<file path="config.mk">
export PLATFORM = sky130hd
export DESIGN_NAME = lcd_raster_gen
export DESIGN_NICKNAME = d
export VERILOG_FILES = /design/src/rtl/lcd_raster_pkg.sv /design/src/rtl/lcd_cfg_shadow.sv /design/src/rtl/lcd_raster_counter.sv /design/src/rtl/lcd_window_out.sv /design/src/rtl/lcd_raster_gen.sv
export SDC_FILE = /design/constraint.sdc
export NUM_CORES = 1
export LEC_CHECK = 0
export CORE_ASPECT_RATIO = 1.75
export CORE_MARGIN = 2
export CORE_UTILIZATION = 58
export DETAILED_ROUTE_END_ITERATION = 8
export PLACE_DENSITY = 0.78
export SYNTH_ARGS = -nofsm -noshare
export SYNTH_HDL_FRONTEND = slang
export SYNTH_SLANG_ARGS = --single-unit
</file>
<file path="constraint.sdc">
create_clock -name clk -period 7.7 [get_ports clk]
set_clock_uncertainty 0.1 [all_clocks]
set_input_delay 1.54 -clock clk [delete_from_list [all_inputs] [get_ports clk]]
set_output_delay 1.54 -clock clk [all_outputs]
set_load 0.03 [all_outputs]
</file>
<file path="src/rtl/lcd_raster_pkg.sv">
package lcd_raster_pkg;

  localparam int unsigned SPAN_W = 16;
  localparam int unsigned WORD_W = 2 * SPAN_W;

  typedef struct packed {
    logic [SPAN_W-1:0] first;
    logic [SPAN_W-1:0] last;
  } span_t;

  typedef struct packed {
    span_t             hs;
    span_t             vs;
    span_t             ha;
    span_t             va;
    logic [SPAN_W-1:0] htot;
    logic [SPAN_W-1:0] vtot;
    logic              serial;
  } timing_t;

  function automatic span_t to_span(input logic [WORD_W-1:0] w);
    span_t s;
    s.first = w[WORD_W-1:SPAN_W];
    s.last  = w[SPAN_W-1:0];
    return s;
  endfunction

endpackage

</file>
<file path="src/rtl/lcd_cfg_shadow.sv">
module lcd_cfg_shadow
  import lcd_raster_pkg::*;
(
  input  logic              clk,
  input  logic              rst,
  input  logic              load,
  input  logic [WORD_W-1:0] hs_word,
  input  logic [WORD_W-1:0] vs_word,
  input  logic [WORD_W-1:0] ha_word,
  input  logic [WORD_W-1:0] va_word,
  input  logic [WORD_W-1:0] tot_word,
  input  logic              serial_in,
  output timing_t           cur
);

  always_ff @(posedge clk) begin
    if (rst) begin
      cur <= '0;
    end else if (load) begin
      cur.hs     <= to_span(hs_word);
      cur.vs     <= to_span(vs_word);
      cur.ha     <= to_span(ha_word);
      cur.va     <= to_span(va_word);
      cur.htot   <= tot_word[WORD_W-1:SPAN_W];
      cur.vtot   <= tot_word[SPAN_W-1:0];
      cur.serial <= serial_in;
    end
  end

  // configuration only moves when a load is granted
  p_shadow_hold_r9: assert property (@(posedge clk) disable iff (rst)
    !load |=> $stable(cur));

endmodule

</file>
<file path="src/rtl/lcd_raster_counter.sv">
module lcd_raster_counter
  import lcd_raster_pkg::*;
(
  input  logic              clk,
  input  logic              rst,
  input  logic              run_en,
  input  logic              quick_stop,
  input  logic [SPAN_W-1:0] htot,
  input  logic [SPAN_W-1:0] vtot,
  output logic              running,
  output logic [SPAN_W-1:0] hcnt,
  output logic [SPAN_W-1:0] vcnt,
  output logic              load
);

  localparam logic [SPAN_W-1:0] ONE = SPAN_W'(1);

  logic h_last, v_last, frame_end, start;

  assign h_last    = (hcnt == htot - ONE);
  assign v_last    = (vcnt == vtot - ONE);
  assign frame_end = running && h_last && v_last;
  assign start     = !running && run_en && !quick_stop;
  assign load      = start || (frame_end && !quick_stop);

  always_ff @(posedge clk) begin
    if (rst) begin
      running <= 1'b0;
      hcnt    <= '0;
      vcnt    <= '0;
    end else if (quick_stop) begin
      running <= 1'b0;
      hcnt    <= '0;
      vcnt    <= '0;
    end else if (!running) begin
      running <= run_en;
      hcnt    <= '0;
      vcnt    <= '0;
    end else if (h_last) begin
      hcnt <= '0;
      if (v_last) begin
        vcnt    <= '0;
        running <= run_en;
      end else begin
        vcnt <= vcnt + ONE;
      end
    end else begin
      hcnt <= hcnt + ONE;
    end
  end

  // the column never passes the programmed line total
  p_hcnt_bound_r3: assert property (@(posedge clk) disable iff (rst)
    (running && htot != '0) |-> (hcnt < htot));

  // quick stop halts and clears at the next edge
  p_quick_halt_r11: assert property (@(posedge clk) disable iff (rst)
    (running && quick_stop) |=> (!running && hcnt == '0 && vcnt == '0));

  // without quick stop, running only ends on a frame boundary
  p_stop_at_wrap_r10: assert property (@(posedge clk) disable iff (rst)
    (running && !quick_stop && !(h_last && v_last)) |=> running);

endmodule

</file>
<file path="src/rtl/lcd_window_out.sv">
module lcd_window_out
  import lcd_raster_pkg::*;
(
  input  logic              clk,
  input  logic              rst,
  input  logic              running,
  input  logic [SPAN_W-1:0] hcnt,
  input  logic [SPAN_W-1:0] vcnt,
  input  span_t             hs_span,
  input  span_t             vs_span,
  input  span_t             ha_span,
  input  span_t             va_span,
  input  logic              serial,
  input  logic              inv_pclk,
  input  logic              inv_hs,
  input  logic              inv_vs,
  output logic              hsync_o,
  output logic              vsync_o,
  output logic              de_o,
  output logic [SPAN_W-1:0] pix_x_o,
  output logic [SPAN_W-1:0] pix_y_o,
  output logic              pix_stb_o,
  output logic              pclk_o
);

  localparam int unsigned CMP_W = SPAN_W + 2;
  localparam int unsigned NWIN  = 4;
  localparam logic [1:0]  LAST_BEAT = 2'd2;

  logic [CMP_W-1:0]  lo  [NWIN];
  logic [CMP_W-1:0]  hi  [NWIN];
  logic [CMP_W-1:0]  pos [NWIN];
  logic [NWIN-1:0]   hit;
  logic [SPAN_W-1:0] ha_width;
  logic [CMP_W-1:0]  ha_end_eff;

  assign ha_width   = ha_span.last - ha_span.first;
  assign ha_end_eff = serial ? ({2'b00, ha_span.first} + ({2'b00, ha_width} * CMP_W'(3)))
                             : {2'b00, ha_span.last};

  always_comb begin
    lo[0]  = {2'b00, hs_span.first};  hi[0] = {2'b00, hs_span.last};  pos[0] = {2'b00, hcnt};
    lo[1]  = {2'b00, vs_span.first};  hi[1] = {2'b00, vs_span.last};  pos[1] = {2'b00, vcnt};
    lo[2]  = {2'b00, ha_span.first};  hi[2] = ha_end_eff;             pos[2] = {2'b00, hcnt};
    lo[3]  = {2'b00, va_span.first};  hi[3] = {2'b00, va_span.last};  pos[3] = {2'b00, vcnt};
  end

  for (genvar i = 0; i < NWIN; i++) begin : g_win
    assign hit[i] = running && (pos[i] >= lo[i]) && (pos[i] < hi[i]);
  end

  logic              de_win;
  logic [SPAN_W-1:0] px_r, nx_px;
  logic [1:0]        sub_r, nx_sub;
  logic              fresh;

  assign de_win = hit[2] && hit[3];

  always_comb begin
    nx_px  = px_r;
    nx_sub = 2'd0;
    fresh  = 1'b0;
    if (hit[2]) begin
      if (hcnt == ha_span.first) begin
        nx_px = '0;
        fresh = 1'b1;
      end else if (serial && sub_r != LAST_BEAT) begin
        nx_sub = sub_r + 2'd1;
      end else begin
        nx_px = px_r + SPAN_W'(1);
        fresh = 1'b1;
      end
    end
  end

  always_ff @(posedge clk) begin
    if (rst) begin
      px_r      <= '0;
      sub_r     <= '0;
      hsync_o   <= 1'b0;
      vsync_o   <= 1'b0;
      de_o      <= 1'b0;
      pix_x_o   <= '0;
      pix_y_o   <= '0;
      pix_stb_o <= 1'b0;
      pclk_o    <= 1'b0;
    end else begin
      px_r      <= nx_px;
      sub_r     <= nx_sub;
      hsync_o   <= hit[0] ^ inv_hs;
      vsync_o   <= hit[1] ^ inv_vs;
      de_o      <= de_win;
      pix_x_o   <= de_win ? nx_px : '0;
      pix_y_o   <= de_win ? (vcnt - va_span.first) : '0;
      pix_stb_o <= de_win && fresh;
      pclk_o    <= (de_win && fresh) ^ inv_pclk;
    end
  end

  // every run of data-enable begins at pixel column zero
  p_first_pixel_r6: assert property (@(posedge clk) disable iff (rst)
    (de_o && !$past(de_o)) |-> (pix_x_o == '0));

  // in serial mode two strobes are never adjacent
  p_serial_gap_r7: assert property (@(posedge clk) disable iff (rst)
    (serial && $past(serial) && pix_stb_o) |=> !pix_stb_o);

  // data-enable drops once the counters have stopped
  p_de_gated_r5: assert property (@(posedge clk) disable iff (rst)
    !running |=> !de_o);

endmodule

</file>
<file path="src/rtl/lcd_raster_gen.sv">
module lcd_raster_gen
  import lcd_raster_pkg::*;
(
  input  logic              clk,
  input  logic              rst,
  input  logic              run_en,
  input  logic              quick_stop,
  input  logic [WORD_W-1:0] hsync_cfg,
  input  logic [WORD_W-1:0] vsync_cfg,
  input  logic [WORD_W-1:0] hact_cfg,
  input  logic [WORD_W-1:0] vact_cfg,
  input  logic [WORD_W-1:0] total_cfg,
  input  logic              serial_rgb,
  input  logic              inv_pclk,
  input  logic              inv_hsync,
  input  logic              inv_vsync,
  output logic              active,
  output logic              hsync,
  output logic              vsync,
  output logic              de,
  output logic [SPAN_W-1:0] pix_x,
  output logic [SPAN_W-1:0] pix_y,
  output logic              pix_stb,
  output logic              pclk_out
);

  timing_t           tim;
  logic              load;
  logic              running;
  logic [SPAN_W-1:0] hcnt, vcnt;

  lcd_cfg_shadow u_shadow (
    .clk       (clk),
    .rst       (rst),
    .load      (load),
    .hs_word   (hsync_cfg),
    .vs_word   (vsync_cfg),
    .ha_word   (hact_cfg),
    .va_word   (vact_cfg),
    .tot_word  (total_cfg),
    .serial_in (serial_rgb),
    .cur       (tim)
  );

  lcd_raster_counter u_count (
    .clk        (clk),
    .rst        (rst),
    .run_en     (run_en),
    .quick_stop (quick_stop),
    .htot       (tim.htot),
    .vtot       (tim.vtot),
    .running    (running),
    .hcnt       (hcnt),
    .vcnt       (vcnt),
    .load       (load)
  );

  lcd_window_out u_out (
    .clk       (clk),
    .rst       (rst),
    .running   (running),
    .hcnt      (hcnt),
    .vcnt      (vcnt),
    .hs_span   (tim.hs),
    .vs_span   (tim.vs),
    .ha_span   (tim.ha),
    .va_span   (tim.va),
    .serial    (tim.serial),
    .inv_pclk  (inv_pclk),
    .inv_hs    (inv_hsync),
    .inv_vs    (inv_vsync),
    .hsync_o   (hsync),
    .vsync_o   (vsync),
    .de_o      (de),
    .pix_x_o   (pix_x),
    .pix_y_o   (pix_y),
    .pix_stb_o (pix_stb),
    .pclk_o    (pclk_out)
  );

  assign active = running;

endmodule

</file>
# Word level (Yosys, flattened, before mapping)
# Cells that the tools add are included.
# W data, S select, Z words.
dict set report word_totals {
  register_bits 249
  latchBits 0
  mem_bits_rw 0
  romBits 0
  elab_cells 87
  mem_count 0
}
dict set report op_classes {
  n_addsub 9
  multipliers 1
  n_div 0
  order_cmp 8
  eq_ne 4
  shift 0
  n_mux 11
  bitwise_logic 7
  reduce_logical 24
}
# operator n
set ops {}
lappend ops {{$ge A16 B16 Y1} 4}
lappend ops {{$mux W16} 4}
lappend ops {{$add A16 B1 Y16 const B} 3}
lappend ops {{$eq A16 B16 Y1} 3}
lappend ops {{$lt A16 B16 Y1} 3}
lappend ops {{$sub A16 B1 Y16 const B} 2}
lappend ops {{$sub A16 B16 Y16} 2}
lappend ops {{$add A16 B18 Y18} 1}
lappend ops {{$lt A16 B18 Y1} 1}
lappend ops {{$mul A16 B2 Y18 const B} 1}
lappend ops {{$mux W18} 1}
lappend ops {{$logic_and A1 B1 Y1} 16}
lappend ops {{$reduce_or A4 Y1} 2}
lappend ops {{$mux W1} 6}
lappend ops {{$not A1 Y1} 4}
lappend ops {{$reduce_or A2 Y1} 2}
lappend ops {{$reduce_or A3 Y1} 1}
lappend ops {{$xor A1 B1 Y1} 3}
lappend ops {{$add A2 B1 Y2 const B} 1}
lappend ops {{$logic_not A1 Y1} 2}
lappend ops {{$ne A2 B2 Y1 const B} 1}
lappend ops {{$logic_or A1 B1 Y1} 1}

# Logic depth before layout (Yosys ltp)
# Gate-level depths: netlist of the first run.
dict set report depth {
  depth_word 9
  depth_mapped 31
  depth_no_buf 29
}

# Hierarchy
# Synthesis of the first run repeated with hierarchy kept, for this count alone.
dict set report hier_totals {
  cells_unflattened 1712
  area_unflattened_um2 15544.9
}
# mod instances cells_each area_per_inst_um2 seq_area_each_um2
set modules_own_cells {}
lappend modules_own_cells {lcd_window_out 1 873 7211.9 1101.1}
lappend modules_own_cells {lcd_cfg_shadow 1 519 5774.3 3223.1}
lappend modules_own_cells {lcd_raster_counter 1 320 2558.7 660.6}

# Worst setup path before layout of the first run
# OpenSTA, ideal clock, no wires.
dict set report synth_path {
  path_kind {register to register}
  start {reg u_shadow.cur[65] (netlist name)}
  end {reg u_out.pix_x_o[12]}
  setup_ps 71
  t_arrival_ps 6047
  t_required_ps 7529
  setup_slack_ps 1482
  stages_incl_launch_ff 29
  n_path_buf 2
  synth_period_minus_slack_ps 6218
  cell_sequence {dfxtp_1 inv_1 ha_1 inv_1 fa_1 a21o_1 a21oi_1 o21bai_1 a31o_2 a21oi_1 xor2_1 fa_1 inv_1 ha_1 and3_1 o311a_1 o311ai_0 a21boi_0 o21a_1 or3_1 a31oi_1 ha_1 and3_1 a32oi_1 and2_1 clkbuf_1 clkbuf_1 o211ai_1 a21oi_1}
}
dict set report synth_between {
  elab_chain_cells 9
  elab_cells_between_ends 10
}
# element line
set synth_rtl {}
lappend synth_rtl {{start, declared} lcd_cfg_shadow.sv:13} ;# output timing_t cur
lappend synth_rtl {{$sub A16 B16 Y16} lcd_window_out.sv:37} ;# assign ha_width = ha_span.last - ha_span.first;
lappend synth_rtl {{$mul A16 B2 Y18} lcd_window_out.sv:38} ;# assign ha_end_eff = serial ? ({2'b00, ha_span.first} + ({2'b00, ha_width} * CMP_W'(3)))
lappend synth_rtl {{$add A16 B18 Y18} lcd_window_out.sv:38}
lappend synth_rtl {{$mux W18 *} lcd_window_out.sv:38}
lappend synth_rtl {{$lt A16 B18 Y1 *} lcd_window_out.sv:49} ;# assign hit[i] = running && (pos[i] >= lo[i]) && (pos[i] < hi[i]);
lappend synth_rtl {{$logic_and A1 B1 Y1 *} lcd_window_out.sv:49}
lappend synth_rtl {{$logic_and A1 B1 Y1} lcd_window_out.sv:57} ;# assign de_win = hit[2] && hit[3];
lappend synth_rtl {{$not A1 Y1 (no source line)} n/a}
lappend synth_rtl {{$reduce_or A2 Y1 (no source line)} n/a}
lappend synth_rtl {{end signal, assigned} lcd_window_out.sv:93} ;# pix_x_o <= de_win ? nx_px : '0;
lappend synth_rtl {{end, declared} lcd_window_out.sv:20} ;# output logic [SPAN_W-1:0] pix_x_o,
# Every way passes the cells marked *; elsewhere a longest branch is shown, timed or not.
# A chain may end at the register's enable or synchronous reset.

# Worst setup path after layout of the first run
dict set report layout_path {
  start {reg u_shadow.cur[81] (netlist name)}
  end {reg u_out.pix_y_o[9]}
}
dict set report layout_between {
  elab_chain_cells 9
  elab_cells_between_ends 11
}
# element line
set layout_rtl {}
lappend layout_rtl {{$sub A16 B16 Y16} lcd_window_out.sv:37}
lappend layout_rtl {{$mul A16 B2 Y18} lcd_window_out.sv:38}
lappend layout_rtl {{$add A16 B18 Y18} lcd_window_out.sv:38}
lappend layout_rtl {{$mux W18} lcd_window_out.sv:38}
lappend layout_rtl {{$lt A16 B18 Y1} lcd_window_out.sv:49}
lappend layout_rtl {{$logic_and A1 B1 Y1 *} lcd_window_out.sv:49}
lappend layout_rtl {{$logic_and A1 B1 Y1 *} lcd_window_out.sv:57}
lappend layout_rtl {{$not A1 Y1 (no source line) *} n/a}
lappend layout_rtl {{$reduce_or A2 Y1 (no source line) *} n/a}
lappend layout_rtl {{end signal, assigned} lcd_window_out.sv:94} ;# pix_y_o <= de_win ? (vcnt - va_span.first) : '0;
lappend layout_rtl {{end, declared} lcd_window_out.sv:21} ;# output logic [SPAN_W-1:0] pix_y_o,
# Marks and branches as above.

==> results of run 1 <==
-- layout by cell type, fill, tap and decap left out, types with 11 or more instances in the layout --
| cell type | count |
|---|---|
| clkbuf_16 | 25 |
| nand3_1 | 65 |
| a21o_1 | 40 |
| o31ai_1 | 13 |
| nand2b_1 | 334 |
| ha_1 | 161 |
| xnor2_1 | 44 |
| o21ai_0 | 52 |
| nor3_1 | 38 |
| nand4_1 | 48 |
| a31oi_1 | 12 |
| nor2b_1 | 11 |
| o211ai_1 | 18 |
| fa_1 | 18 |
| nor2_1 | 100 |
| or3_1 | 18 |
| mux2i_1 | 174 |
| a211oi_1 | 17 |
| clkdlybuf4s50_1 | 204 |
| inv_1 | 152 |
| nand2_1 | 74 |
| a21oi_1 | 95 |
| nor4_1 | 15 |
| or4_1 | 15 |
| dfxtp_1 | 249 |
| xor2_1 | 47 |
| and3_1 | 20 |
-- through the flow --
stage / hold WS [ps] / setup WS, ps
after floorplan: 300.7 / 1482
after global placement: 307.6 / 775.6
after detailed placement: 316.8 / 571.4
after CTS: 325.5 / 516.8
after global routing: 347.0 / 222.8
final: 323.2 / 690.9
-- worst max path at each step --
stage,depth (start not counted),slack (ps),start,to
floorplan,28,1480,u_shadow.cur[65]$_SDFFE_PP0P_,u_out.pix_x_o[12]$_SDFF_PP0_
global placement,27,780,u_shadow.cur[65]$_SDFFE_PP0P_,u_out.pix_y_o[9]$_SDFF_PP0_
detailed placement,26,570,u_shadow.cur[81]$_SDFFE_PP0P_,u_out.pix_y_o[9]$_SDFF_PP0_
CTS,27,520,u_shadow.cur[65]$_SDFFE_PP0P_,u_out.pix_y_o[9]$_SDFF_PP0_
global route,27,220,u_shadow.cur[65]$_SDFFE_PP0P_,u_out.pix_y_o[9]$_SDFF_PP0_
finish,26,690,u_shadow.cur[81]$_SDFFE_PP0P_,u_out.pix_y_o[9]$_SDFF_PP0_
-- final cells by class --
cell class / instances / area [um^2] / share of cell area
clock buffers: 28 / 646.9 / 0.03193
clock inverters: 16 / 150.1 / 0.007412
inverters: 152 / 570.5 / 0.02816
well taps: 382 / 478.0 / 0.02359
flip-flops and latches: 249 / 4985 / 0.2461
diodes: 2 / 5.005 / 0.0002471
repair buffers: 217 / 2168 / 0.1070
multi-input cells: 1521 / 11250 / 0.5556
-- cell families (layout without fill, tap and decap cells) --
group,Yosys count,count (layout)
adder cells (fa/ha/maj),179,179
XOR/XNOR,91,91
other,0,2
AND/OR/NAND/NOR,771,771
flip-flops,249,249
multiplexers,177,177
AO/OA/AOI/OAI,303,303
buffers and inverters,249,413
-- worst max-delay path: stages (launching register included) --
cell and delay (ps):
dfxtp_1 360, ha_1 210, inv_1 60, fa_1 410, a21o_1 170, a21oi_1 240
o21bai_1 120, a31o_2 280, a21oi_1 170, xor2_1 300, fa_1 480, inv_1 70
ha_1 270, and3_1 190, o311a_1 130, o311ai_0 590, a21boi_0 190, o21a_1 220
or3_1 300, a31oi_1 190, ha_1 270, and3_1 150, a32oi_1 160, buf_4 250
nand2_1 140, a211o_2 590, nor3b_1 310
-- routing by layer --
metal	up-vias	share of wire	track usage	routed length [um]
met2	450	0.53	0.5560	24310
met1	6987	0.35	0.2793	15970
met4	0	0.084	0.2220	3850
met5	-	0	0	0
met3	185	0.039	0.03442	1793
li1	7300	-	-	-
-- sequential cells by signal (all words and copies together), names as in the netlist --
register	count
u_out.pix_y_o	16
u_out.pclk_o	1
u_shadow.cur	161
u_out.pix_stb_o	1
u_out.vsync_o	1
u_out.px_r	16
u_count.hcnt	16
u_count.running	1
u_out.sub_r	2
u_out.de_o	1
u_count.vcnt	16
u_out.pix_x_o	16
u_out.hsync_o	1
-- timing repair --
| action | in CTS | in global routing |
|---|---|---|
| endpoints found under the hold margin | 0 | 0 |
| endpoints found under the setup margin | 0 | 1 |
| gates resized for setup | 0 | 1 |
-- power by group through the flow --
| stage | logic, W | clock network [W] | registers (W) |
|---|---|---|---|
| after CTS | 0.00130 | 0.00123 | 0.00137 |
| after global routing | 0.00145 | 0.00129 | 0.00138 |
| final | 0.00131 | 0.00121 | 0.00138 |
| after global placement | 0.00125 | 0 | 0.00140 |
| after floorplan | 0.000967 | 0 | 0.00139 |
| after detailed placement | 0.00130 | 0 | 0.00140 |
==> out/metrics.yaml, run 1 <==
status: "finished, final reports clean"
track_usage: 0.2919
drc_errors: 0
globalplace.congestion: 0.9303
min_period_over_period: 0.9103
ys_seq_area_frac: 0.2873
antenna_found_initial: 2
die_y_um: 232.8
dieArea_um2: 31360
synth-edff-count: 0
rsz0062_at_grt: "false"
synth.largest_area_cell: "dfxtp_1"
placed_cells: 2521
dp_hpwl_um: 34530
synthDistinctLibCells: 69
syn_area_per_cell_um2: 8.592
min-delay-start: "u_out.sub_r[0]$_SDFF_PP0_"
hold_path_class: "register to register"
synthFlopType: "dfxtp_1"
path_clk_slew_ps: 60
ctsHoldBuffers: 0
finalSetupViolations: 0
cp_max_fo: 34
yosysMostFrequentCell: "nand2b_1"
synth_fa_ha_area_frac: 0.1369
switchingPower_w: 0.001300
syn_nets: 2366
placed_cell_area_um2: 19450
synth_compound_area_frac: 0.1129
dr_total_vias: 14922
ant_nets: 0
yosys-top-cells-area: "dfxtp_1 (29%), nand2b_1 (12%), ha_1 (12%), mux2i_1 (10%), inv_1 (3.3%)"
synth_xor_area_frac: 0.04594
p_int_w: 0.002598
dr.first_iter.drc_count: 689
drive_above_1_share: 0.03390
r2r_end: "u_out.pix_y_o[9]$_SDFF_PP0_"
cts_tree: "built"
grt_pass1_vias: 15462
cts.sinks: 249
pwr-share-comb: 0.336
p_clk_frac: 0.311
start_util: 0.5903
drtPass1Iterations: 7
postCtsSetupBuffers: 0
min_to: "u_out.sub_r[0]$_SDFF_PP0_"
cts_root_buf: "clkbuf_16"
nFillCells: 2429
area_delta_synth_final_pct: 16.78
grt-ovfl-total: 0
cp-end-kind: "register"
rows: 83
die_w_um: 134.7
synth_cells: 2019
total_power_w: 0.003898
maxCapViolCount: 0
clock_latency_ps: 540
async_flop_share: 0
synth.area.mux_share: 0.1023
powerDensity_nw_per_um2: 192.4
period_needed_ps: 7009
fin_util: 0.6893
tns_ps: 0
ys_ff_latch: 249
clockBufferDepth: 3
coreArea_um2: 29390
cts_max_level: 1
routed_via_density: 5.813
reg2regPathDepth: 26
r2r-start: "u_shadow.cur[81]$_SDFFE_PP0P_"
syn_area_um2: 17350
final_area_um2: 20260
cp.arrival_ps: 7350
power_switching_share: 0.3334
cts_made_buffers: 25
required_ps: 8040
max_freq_ghz: 0.1427
maxSlewHeadroom: 0.2229
yosysTopAreaCellShare: 0.2873
grt_pass1_wl_um: 73690
power.leakage_nw: 8.002
tightest_slew_ps: 1158
grt_max_degree: 210
hold_violations: 0
peakVddDrop_v: 0.0001800
synth-simple-area-share: 0.2499
routed_wl_um: 45920
io_pins: 206
finalMaxSlewViolations: 0
avgRoutedWirePerCell_um: 17.89
critical_path_class: "register to register"
critPathLaunchType: "register"
pwr-share-seq: 0.353
yosys_warnings: 0
fin_cells: 2567
final_nets: 2513
synth_common_cells: "nand2b_1 (334), dfxtp_1 (249), mux2i_1 (174)"
synth_top_family_by_area: "simple AND/OR/NAND/NOR gates"
portBuffers: 205
rrSetupSlack_ps: 690
holdPathStages: 1
Power figures use the tool's default switching activity.
==> run 2, diff against run 1 <==
- CORE_UTILIZATION: 58 -> 62
- PLACE_DENSITY: 0.78 -> 0.83
- clock period: 7.7 -> 8.8 ns (I/O delays scaled with it)
==> run 2 against run 1 <==
Against the previous run:
- count of clock-buffer cells in the layout grew 3
- critical path depth unchanged
- highest routed layer is now met5
- register-to-register slack better by 880 ps
- utilization increased by 4.0 points
- flip-flop and latch count is the same
- final cell count decreased by 0.43%
- hold slack better by 7.7 ps
- clock power fell by 9%
- maximum frequency down 3.0%
==> out/metrics.yaml, run 2 (same netlist as run 1, synthesis figures left out) <==
period_needed_ps: 7228  # +219.0 ps
worst_path_most_repeated_cell: "ha_1"
drc_errors: 0  # unchanged
maxSlewHeadroom: 0.1971  # -0.02574
dr.first_iter.drc_count: 662  # -3.9%
avgRoutedWirePerCell_um: 18.12  # +1.3%
track_usage: 0.3163  # +0.02442
final_nets: 2511  # -0.080%
min-delay-start: "u_out.sub_r[0]$_SDFF_PP0_"
tightest_slew_ps: 1196  # +38.35 ps
register_area_um2: 4985  # unchanged
portBuffers: 205  # unchanged
max_freq_ghz: 0.1383  # -3.0%
top_register: "u_shadow.cur"
routed_via_density: 5.898  # +1.5%
largest_reg_flops: 161  # unchanged
cts.sinks: 249  # unchanged
coreArea_um2: 27770  # -5.5%
finalMaxSlewViolations: 0  # unchanged
rows: 81  # -2.4%
fin_ws_ps: 1572  # +881.0 ps
r2r_end: "u_out.px_r[1]$_SDFF_PP0_"
grt_max_degree: 142  # -32%
clockBufferDepth: 3  # unchanged
critical_path_class: "register to register"
die_w_um: 130.4  # -3.2%
routed_wl_um: 46300  # +0.83%
postCtsSetupBuffers: 0  # unchanged
required_ps: 9140  # +1100 ps
cp.arrival_ps: 7570  # +220 ps
final_common_cell: "nand2b_1"
globalplace.congestion: 0.9074  # -2.5%
path_clk_slew_ps: 70  # about the same
antenna_found_initial: 4  # +2
dieArea_um2: 29390  # -6.3%
min_period_over_period: 0.8214  # -0.08890
rrSetupSlack_ps: 1570  # +880 ps
power.leakage_nw: 8.006  # about the same
powerDensity_nw_per_um2: 170.4  # -11%
maxCapViolCount: 0  # unchanged
hold_path_class: "register to register"
slowest_stage: "and2_1"
path_buf_inv: 3  # unchanged
finalSetupViolations: 0  # unchanged
min_to: "u_out.sub_r[0]$_SDFF_PP0_"
ant_nets: 0  # unchanged
tns_ps: 0  # unchanged
ctsHoldBuffers: 0  # unchanged
place_ws_ps: 1607  # +1036 ps
mostFrequentLayoutCells: "nand2b_1 (334), dfxtp_1 (249), clkdlybuf4s50_1 (204)"
slowest_delay_ps: 590  # about the same
area_delta_synth_final_pct: 16.80  # about the same
drive_above_1_share: 0.03165  # -0.002247
multi_input_area_um2: 11250  # about the same
holdPathStages: 1  # unchanged
r2r-start: "u_shadow.cur[81]$_SDFFE_PP0P_"
reg2regPathDepth: 26  # unchanged
drtPass1Iterations: 7  # unchanged
nFillCells: 2266  # -6.7%
fin_util: 0.7297  # +0.04036
hold_ws_ps: 330.8  # +7.670 ps
io_pins: 206  # unchanged
cts_max_level: 1  # unchanged
die_y_um: 225.3  # -3.2%
grt_pass1_wl_um: 74160  # +0.64%
cp_top_family: "compound AO/OA/AOI/OAI gates"
grt_pass1_vias: 15630  # +1.1%
cp-end-kind: "register"
cts_tree: "built"
start_util: 0.6247  # +0.03444
peakVddDrop_v: 0.0001839  # +2.2%
critPathLaunchType: "register"
rsz0062_at_grt: "false"
grt-ovfl-total: 0  # unchanged
clock_latency_ps: 550  # about the same
dp_hpwl_um: 35060  # +1.5%
cts_resized: 0  # unchanged
cts_made_buffers: 24  # -4.0%
cp_max_fo: 16  # -53%
hold_violations: 0  # unchanged
status: "finished, final reports clean"
cts_root_buf: "clkbuf_16"
dr_total_vias: 15076  # +1.0%
==> run 2: changes by cell type in the layout (fill, tap and decap cells not counted), sizes merged <==
cell and change:
clkinvlp -2, buf -1, clkbuf +3, clkinv -6
inv +2, diode +1, bufinv +1
==> run 2: worst max path at each step <==
stage / start / endpoint / cells after the start
2_1_floorplan: u_shadow.cur[65]$_SDFFE_PP0P_ / u_out.pix_x_o[12]$_SDFF_PP0_ / 28
3_3_place_gp: u_shadow.cur[81]$_SDFFE_PP0P_ / u_out.px_r[1]$_SDFF_PP0_ / 26
3_5_place_dp: u_shadow.cur[81]$_SDFFE_PP0P_ / u_out.px_r[1]$_SDFF_PP0_ / 26
4_1_cts: u_shadow.cur[81]$_SDFFE_PP0P_ / u_out.px_r[1]$_SDFF_PP0_ / 26
5_1_grt: u_shadow.cur[65]$_SDFFE_PP0P_ / u_out.px_r[1]$_SDFF_PP0_ / 27
6_report: u_shadow.cur[81]$_SDFFE_PP0P_ / u_out.px_r[1]$_SDFF_PP0_ / 26
==> run 2: layer usage <==
layer,global-route usage,vias up,wire [um]
li1,-,7287,-
met1,0.3019,7137,15710
met2,0.6033,453,25070
met3,0.04463,197,1985
met4,0.2196,2,3523
met5,0,-,13
==> run 2: where the power goes <==
group / switching (W) / internal, W / leakage (nW)
Sequential: 0.0000368 / 0.00117 / 2.03
Combinational: 0.000634 / 0.000515 / 5.58
Clock: 0.000464 / 0.000635 / 0.397
==> run 2: cell type report <==
class	count	area share
tap	373	0.02303
inverter	152	0.02816
clock buffer	31	0.03347
clock inverter	11	0.007534
sequential	249	0.2460
antenna	3	0.0003705
timing repair buffer	216	0.1060
multi-input combinational	1521	0.5554
==> run 2: metrics by stage <==
step / cells / power, W / cell area, um^2
floorplan: 2019 / 0.002062 / 17350
global placement: 2511 / 0.002323 / 19420
detailed placement: 2511 / 0.002360 / 19420
CTS: 2553 / 0.003454 / 20250
global route: 2556 / 0.003635 / 20260
finish: 2556 / 0.003452 / 20260
